===== src/rtl/diffdemod_pkg.sv =====
package diffdemod_pkg;

    typedef enum logic [1:0] {
        ROT_PASS_A = 2'b00,
        ROT_PASS_B = 2'b01,
        ROT_PLUS45 = 2'b10,
        ROT_MINUS45 = 2'b11
    } rot_mode_e;

endpackage


===== src/rtl/diff_rotator.sv =====
module diff_rotator #(
    parameter int IQ_W = 8
) (
    input  logic [IQ_W-1:0]            ref_i,
    input  logic [IQ_W-1:0]            ref_q,
    input  diffdemod_pkg::rot_mode_e   mode,
    output logic [IQ_W:0]              rot_i,
    output logic [IQ_W:0]              rot_q
);
    localparam int OUT_W = IQ_W + 1;

    logic [OUT_W-1:0] ext_i;
    logic [OUT_W-1:0] ext_q;

    assign ext_i = {ref_i[IQ_W-1], ref_i};
    assign ext_q = {ref_q[IQ_W-1], ref_q};

    always_comb begin
        unique case (mode)
            diffdemod_pkg::ROT_PLUS45: begin
                rot_i = ext_i - ext_q;
                rot_q = ext_q + ext_i;
            end
            diffdemod_pkg::ROT_MINUS45: begin
                rot_i = ext_i + ext_q;
                rot_q = ext_q - ext_i;
            end
            default: begin
                rot_i = ext_i;
                rot_q = ext_q;
            end
        endcase
    end
endmodule


===== src/rtl/disc_viewport.sv =====
module disc_viewport #(
    parameter int DISC_W = 17,
    parameter int LOOP_W = 8,
    parameter int SEL_W  = 4
) (
    input  logic [DISC_W-1:0] disc,
    input  logic [SEL_W-1:0]  sel,
    output logic [LOOP_W-1:0] window
);
    localparam int NUM_VIEWS = DISC_W - LOOP_W + 1;

    logic [LOOP_W-1:0] cand [NUM_VIEWS];

    for (genvar n = 0; n < NUM_VIEWS; n++) begin : g_view
        assign cand[n] = disc[n + LOOP_W - 1 -: LOOP_W];
    end

    always_comb begin
        window = '0;
        for (int k = 0; k < NUM_VIEWS; k++) begin
            if (sel == SEL_W'(k)) begin
                window = cand[k];
            end
        end
    end
endmodule


===== src/rtl/k2_accum.sv =====
module k2_accum #(
    parameter int LOOP_W = 8,
    parameter int ACC_W  = 16
) (
    input  logic              clk,
    input  logic              rst_n,
    input  logic              sym_stb,
    input  logic              rx_en,
    input  logic              keep_acc,
    input  logic [LOOP_W-1:0] loop_in,
    output logic [ACC_W-1:0]  acc
);
    localparam int SUM_W = ACC_W + 1;
    localparam logic [ACC_W-1:0] ACC_MAX = {1'b0, {(ACC_W-1){1'b1}}};
    localparam logic [ACC_W-1:0] ACC_MIN = {1'b1, {(ACC_W-1){1'b0}}};

    typedef struct packed {
        logic [ACC_W-1:0] acc;
        logic             en_prev;
    } acc_state_t;

    acc_state_t st_d, st_q;
    logic [SUM_W-1:0] sum;
    logic             turned_off;

    always_comb begin
        st_d       = st_q;
        st_d.en_prev = rx_en;
        sum        = {{(SUM_W-LOOP_W){loop_in[LOOP_W-1]}}, loop_in}
                   + {st_q.acc[ACC_W-1], st_q.acc};
        turned_off = st_q.en_prev && !rx_en;
        if (turned_off && !keep_acc) begin
            st_d.acc = '0;
        end else if (rx_en && sym_stb) begin
            if (sum[SUM_W-1] != sum[SUM_W-2]) begin
                st_d.acc = sum[SUM_W-1] ? ACC_MIN : ACC_MAX;
            end else begin
                st_d.acc = sum[ACC_W-1:0];
            end
        end
    end

    always_ff @(posedge clk or negedge rst_n) begin
        if (!rst_n) begin
            st_q <= '0;
        end else begin
            st_q <= st_d;
        end
    end

    assign acc = st_q.acc;
endmodule


===== src/rtl/diffdemod_front.sv =====
module diffdemod_front #(
    parameter int IQ_W   = 8,
    parameter int DISC_W = 17,
    parameter int LOOP_W = 8,
    parameter int SEL_W  = 4,
    parameter int ACC_W  = 16
) (
    input  logic              clk,
    input  logic              rst_n,
    input  logic              sym_stb,
    input  logic [IQ_W-1:0]   i_in,
    input  logic [IQ_W-1:0]   q_in,
    input  logic [1:0]        rot_ctrl,
    output logic [IQ_W:0]     i_rot_out,
    output logic [IQ_W:0]     q_rot_out,
    input  logic [DISC_W-1:0] disc_in,
    input  logic [SEL_W-1:0]  view_sel,
    output logic [LOOP_W-1:0] loop_in_out,
    input  logic              rx_en,
    input  logic              keep_acc,
    output logic [ACC_W-1:0]  k2_acc_out
);
    typedef struct packed {
        logic [IQ_W-1:0] ref_i;
        logic [IQ_W-1:0] ref_q;
    } sym_state_t;

    sym_state_t sym_d, sym_q;
    diffdemod_pkg::rot_mode_e mode;

    // Reference symbol register: next value computed here, stored below.
    always_comb begin
        sym_d = sym_q;
        if (sym_stb) begin
            sym_d.ref_i = i_in;
            sym_d.ref_q = q_in;
        end
    end

    always_ff @(posedge clk or negedge rst_n) begin
        if (!rst_n) begin
            sym_q <= '0;
        end else begin
            sym_q <= sym_d;
        end
    end

    assign mode = diffdemod_pkg::rot_mode_e'(rot_ctrl);

    diff_rotator #(.IQ_W(IQ_W)) rot_i (
        .ref_i (sym_q.ref_i),
        .ref_q (sym_q.ref_q),
        .mode  (mode),
        .rot_i (i_rot_out),
        .rot_q (q_rot_out)
    );

    disc_viewport #(.DISC_W(DISC_W), .LOOP_W(LOOP_W), .SEL_W(SEL_W)) view_i (
        .disc   (disc_in),
        .sel    (view_sel),
        .window (loop_in_out)
    );

    k2_accum #(.LOOP_W(LOOP_W), .ACC_W(ACC_W)) acc_i (
        .clk      (clk),
        .rst_n    (rst_n),
        .sym_stb  (sym_stb),
        .rx_en    (rx_en),
        .keep_acc (keep_acc),
        .loop_in  (loop_in_out),
        .acc      (k2_acc_out)
    );
endmodule


===== config.mk =====
export PLATFORM = sky130hd
export DESIGN_NAME = diffdemod_front
export DESIGN_NICKNAME = d
export VERILOG_FILES = /design/src/rtl/diffdemod_pkg.sv /design/src/rtl/diff_rotator.sv /design/src/rtl/disc_viewport.sv /design/src/rtl/k2_accum.sv /design/src/rtl/diffdemod_front.sv
export SDC_FILE = /design/constraint.sdc
export NUM_CORES = 1
export LEC_CHECK = 0
export CAP_MARGIN = 30
export CORE_MARGIN = 8
export CORE_UTILIZATION = 57
export DETAILED_ROUTE_END_ITERATION = 6
export PLACE_DENSITY = 0.93
export SYNTH_ARGS = -nofsm -noshare
export SYNTH_HDL_FRONTEND = slang
export SYNTH_SLANG_ARGS = --single-unit

===== constraint.sdc =====
create_clock -name clk -period 5.05 [get_ports clk]
set_clock_uncertainty 0.1 [all_clocks]
set_input_delay 0.7575 -clock clk [delete_from_list [all_inputs] [get_ports clk]]
set_output_delay 0.7575 -clock clk [all_outputs]
set_load 0.01 [all_outputs]

## Word level (Yosys, flattened, before mapping)

Index checks and enable logic that the tools add are counted.

- Word-level logic and storage cells: 43
- Memory bits (read-only): 0
- Bits in latches: 0
- RAM bits: 0
- Flip-flop bits (word level): 33
- Memories: 0
- Output and inout port bits: 42

- Multiplexer cells: 16
- Bitwise operators: 0
- Div/mod/pow operators: 0
- Add/subtract/negate cells: 4
- Shifts and indexed selects: 0
- Reductions and logical operators: 7
- Eq/ne operators: 12
- $mul: 0
- Order comparisons: 0

Operator list:

| operator | number |
|---|---|
| 2-to-1 mux 8 bit | 10 |
| 2-to-1 mux 16 bit | 4 |
| case mux 9 bit (2 select lines) | 2 |
| subtractor 8 x 8 -> 9 bit | 2 |
| adder 8 x 16 -> 17 bit | 1 |
| equality test 4 x 3 -> 1 bit, second input constant | 4 |
| adder 8 x 8 -> 9 bit | 1 |
| equality test 4 x 2 -> 1 bit, second input constant | 2 |
| equality test 4 bit, second input constant | 2 |
| equality test 2 bit, second input constant | 2 |
| equality test 4 x 1 -> 1 bit, second input constant | 1 |
| zero test 4 bit | 1 |
| logical AND 1 bit | 3 |
| zero test 1 bit | 2 |
| nonzero test 2 bit | 1 |
| inequality test 1 bit | 1 |

## Logic depth before layout (Yosys ltp)

- Depth in word-level cells: 16
- Gate-level depth with buffers: 18
- Mapped depth without buffers: 16

## By module

Synthesis repeated with hierarchy kept, for this count alone.

- Cell total of the unflattened synthesis: 524
- Area total of the unflattened synthesis: 4375.4 µm²

Modules (own cells, without submodules):

| module | seq. area each (µm²) | cells an instance | area an instance (µm²) | instances |
|---|---|---|---|---|
| k2_accum | 425.4 | 180 | 1641.6 | 1 |
| diff_rotator | 0.0 | 203 | 1350.0 | 1 |
| disc_viewport | 0.0 | 107 | 734.5 | 1 |
| diffdemod_front | 400.4 | 34 | 649.4 | 1 |

## Worst setup path after synthesis

Ideal clock, no wire load.

- Path kind: in2reg
- From: input port view_sel[1]
- To: register acc_i.st_q (netlist bit acc_i.acc[10])
- Data arrival time: 4140 ps
- Library setup time: 77 ps
- Cell stages on the path: 17
- Path slack: 733 ps
- Cells stage by stage: clkbuf_1 clkbuf_1 and3_1 clkbuf_1 nor3_1 a211oi_1 ha_1 inv_1 fa_1 and3b_1 o21ai_0 a21oi_1 o21ai_4 nor3_2 buf_6 a21oi_1 o21ai_1

- Longest elaborated chain between the ends: 16

Ends and longest elaborated chain:

| item | RTL line | source |
|---|---|---|
| from (decl) | diffdemod_front.sv:17 | `input logic [SEL_W-1:0] view_sel,` |
| zero test 4 bit | disc_viewport.sv:21 | `if (sel == SEL_W'(k)) begin` |
| 2-to-1 mux 8 bit (9 in a row) | disc_viewport.sv:21 |  |
| 2-to-1 mux 8 bit * | disc_viewport.sv:21 |  |
| net loop_in_out[0] | diffdemod_front.sv:18 | `output logic [LOOP_W-1:0] loop_in_out,` |
| adder 8 x 16 -> 17 bit * | k2_accum.sv:30 | `+ {st_q.acc[ACC_W-1], st_q.acc};` |
| 2-to-1 mux 16 bit or inequality test 1 bit (tied branches) | k2_accum.sv:36, k2_accum.sv:35 |  |
| 2-to-1 mux 16 bit * | k2_accum.sv:35 | `if (sum[SUM_W-1] != sum[SUM_W-2]) begin` |
| 2-to-1 mux 16 bit * | k2_accum.sv:34 | `end else if (rx_en && sym_stb) begin` |
| 2-to-1 mux 16 bit * | k2_accum.sv:32 | `if (turned_off && !keep_acc) begin` |
| to (signal assigned) | k2_accum.sv:47 | `st_q <= st_d;` |
| to (decl) | k2_accum.sv:22 | `acc_state_t st_d, st_q;` |

Mark *: on every way through the listed nets, which the timed path passes. The rest lies on a longest branch. The select of a mux whose other input is x is not followed.
A chain may end at the register's enable or synchronous reset.

## Worst setup path after layout

- From: input port view_sel[2]
- To: register acc_i.st_q (netlist bit acc_i.acc[7])

- Longest elaborated chain between the ends: 16

Ends and longest elaborated chain:

| item | RTL line |
|---|---|
| zero test 4 bit | disc_viewport.sv:21 |
| 2-to-1 mux 8 bit (9 in a row) | disc_viewport.sv:21 |
| 2-to-1 mux 8 bit * | disc_viewport.sv:21 |
| adder 8 x 16 -> 17 bit * | k2_accum.sv:30 |
| 2-to-1 mux 16 bit or inequality test 1 bit (tied branches) | k2_accum.sv:36, k2_accum.sv:35 |
| 2-to-1 mux 16 bit * | k2_accum.sv:35 |
| 2-to-1 mux 16 bit * | k2_accum.sv:34 |
| 2-to-1 mux 16 bit * | k2_accum.sv:32 |

Mark *: on every way between the ends. The rest lies on a longest branch, timed or not. The select of a mux whose other input is x is not followed.

==> impl_metrics.yaml <==
run_status:
  outcome: "complete, no violations"
synth:
  synth_top_cells_by_area: "dfrtp_1 (20%), ha_1 (13%), nand2_1 (5.1%)"
  synthCells: 509
  synth_top_area_share_pct: 20.4
  synth_commonest_cells: "nand2_1 (55), a21oi_1 (41), ha_1 (41)"
  yosysMostFrequentCell: "nand2_1"
  async_flop_share_pct: 100
  seq_area_frac_synth_pct: 20.4
  synth_area_per_cell_sq_um: 7.95
  netlist_area_sq_um: 4050
  syn_nets: 598
  synth_ff_type: "dfrtp_1"
  yosys.area.top_type: "dfrtp_1"
  synth_edf_count: 0
  yosys_warnings: 0
  synth_cell_type_count: 70
  ys_ff_latch: 33
placed_design:
  dp_hpwl_um: 8800
  io_buffer_count: 85
  gp_congestion: 0.914
routing:
  drtPass1Iterations: 5
  drc_errors: 0
  wirelength_um: 11400
  num_vias: 4091
  first_iter_violations: 315
  drt-wirelength-per-cell_um: 17.0
  final_antenna_net_count: 0
  viasPerCell: 6.10
worst_setup_path:
  endpoint: "acc_i.acc[7]$_DFFE_PN0P_"
  reg2reg_depth: 11
  cp-end-kind: "flip-flop"
  crit_path_start_kind: "input pin"
  reg2reg_from: "acc_i.acc[0]$_DFFE_PN0P_"
  worstReg2RegEnd: "acc_i.acc[7]$_DFFE_PN0P_"
  crit_path_max_fanout: 11
  cp_data_arrival_time_ns: 4.80
  critPathRequiredTime_ns: 5.13
  r2r_slack_ns: 2.30
  cp-startpoint: "view_sel[2]"
  timing_worst_setup_path_type: "in -> reg"
layout:
  nets: 663
  drive_above_1_share_pct: 7.30
  area_delta_synth_final_pct: 24.1
  n_antenna_cell: 0
timing:
  slew_viol_final: 0
  hold_viol_final: 0
  tightest_slew_ns: 1.02
  period_share_pct: 93.5
  period_needed_ns: 4.72
  slew_headroom_pct: 32.1
  max_freq_mhz: 212
  rsz0062_at_grt: "false"
  finalSetupViolCount: 0
  timing.setup.tns_ns: 0
clock_network:
  post_cts_buffers: 0
  hold_buffers: 0
  cts_sinks: 33
  insertion_delay_ns: 0.29
  clk_path_buf_depth: 2
  cts_resized: 0
  cts_buffers: 5
  cts_max_level: 2
  cts-root-buf: "clkbuf_8"
  cts_tree: "built"
  path_clk_slew_ns: 0.08
global_route:
  grt_max_degree: 36
  first_global_vias: 3984
  grt_pass1_wl_um: 18800
  grt_usage_pct: 22.5
  overflow: 0
  antenna_found_initial: 0
flow_run:
  maxCapViolCount: 0
power_and_ir_drop:
  vdd_drop_max_uv: 390
  power_density_nw_per_um2: 373
  leakage_nw: 2.21
  finalPower_w: 0.00187
floorplan:
  rows: 30
  fp.dieW_um: 100
  design.core.area_sq_um: 6830
  io_pins: 86
  start_util_pct: 59.2
  fp.dieArea_sq_um: 10100
  die_y_um: 100
hold_path:
  hold_class: "reg -> reg"
[cell type report]
type	count	area (sq um)
Clock buffer	5	68.8
Clock inverter	3	46.3
Fill cell	546	1810
Inverter	33	124
Multi-Input combinational cell	405	2880
Sequential cell	33	826
Tap cell	96	120
Timing Repair Buffer	96	953
[routing by layer]
layer | track usage [%] | vias up | share of wire, %
li1 | - | 1961 | -
met1 | 26.1 | 1906 | 40
met2 | 39.5 | 197 | 49
met3 | 4.64 | 27 | 8.4
met4 | 8.37 | 0 | 2.3
met5 | 0 | - | 0
[worst min-delay path by stage]
stage / to / depth (start not counted) / slack [ns] / from
final: acc_i.acc[6]$_DFFE_PN0P_ / 2 / 0.44 / acc_i.acc[6]$_DFFE_PN0P_
after global routing: acc_i.acc[12]$_DFFE_PN0P_ / 2 / 0.46 / acc_i.acc[12]$_DFFE_PN0P_
after CTS: acc_i.acc[12]$_DFFE_PN0P_ / 2 / 0.43 / acc_i.acc[12]$_DFFE_PN0P_
after detailed placement: acc_i.acc[12]$_DFFE_PN0P_ / 2 / 0.41 / acc_i.acc[12]$_DFFE_PN0P_
after global placement: acc_i.acc[10]$_DFFE_PN0P_ / 2 / 0.41 / acc_i.acc[10]$_DFFE_PN0P_
after floorplan: acc_i.acc[0]$_DFFE_PN0P_ / 0 / 0.36 / rst_n
[metrics by stage]
| step | hold WS [ns] | util, % | worst slack (ns) | cells | area [sq um] |
|---|---|---|---|---|---|
| 2_1_floorplan | 0.362 | - | 0.733 | 509 | 4050 |
| 3_3_place_gp | 0.409 | 71.4 | 0.269 | 662 | 4880 |
| 3_5_place_dp | 0.415 | 71.4 | 0.116 | 662 | 4880 |
| 4_1_cts | 0.434 | 73.1 | 0.385 | 670 | 4990 |
| 5_1_grt | 0.459 | 73.5 | 0.0488 | 671 | 5020 |
| 6_report | 0.437 | 73.5 | 0.329 | 671 | 5020 |
[power by group]
part | switching [W] | internal (W)
sequential | 0.0000717 | 0.000333
clock | 0.000107 | 0.000148
combinational | 0.000631 | 0.000584
[state kept, by name, summed over array words and instances, names as in the netlist]
signal and count:
acc_i.st_q 1, sym_q 16, acc_i.acc 16
[cells in the final DEF, fill, tap and decap left out, types with 7 or more instances in the layout]
master           netlist  layout
a21oi_1               41      41
xnor2_1               15      15
nor2_1                32      32
mux4_2                 7       7
ha_1                  41      41
clkdlybuf4s50_1        0      85
dfrtp_1               33      33
buf_4                 16      10
nand2b_1              12      12
o21ai_1               13      13
nand3_1                8       8
nor2b_1                8       8
nand2_1               55      55
nor3_1                 8       8
inv_1                 33      33
a21o_1                13      13
o21ai_0               39      39
[kinds of logic (layout without fill, tap and decap cells)]
kind of cell | after synthesis | in the layout | synth area share [%]
AOI/OAI and AO/OA | 176 | 176 | 28.7
and+or+nand+nor | 149 | 149 | 17.6
buffers and inverters | 71 | 137 | 8.35
adders and majority gates | 46 | 46 | 14.9
DFF | 33 | 33 | 20.4
xor gates and xnor gates | 20 | 20 | 4.33
muxes | 14 | 14 | 5.69
[worst max-delay path, cell delays in order]
cell,delay (ns)
clkdlybuf4s50_1,0.70
nor2b_1,0.25
nand2_1,0.09
or2_0,0.31
nand2_1,0.09
o21ai_0,0.07
a211oi_1,0.33
ha_1,0.26
inv_1,0.06
fa_1,0.41
and3b_1,0.28
o21ai_0,0.15
a21oi_1,0.37
o21ai_4,0.14
nor3_2,0.11
buf_4,0.20
nand2_1,0.12
o311ai_1,0.10
No activity file was read; power rests on OpenSTA's default activity.
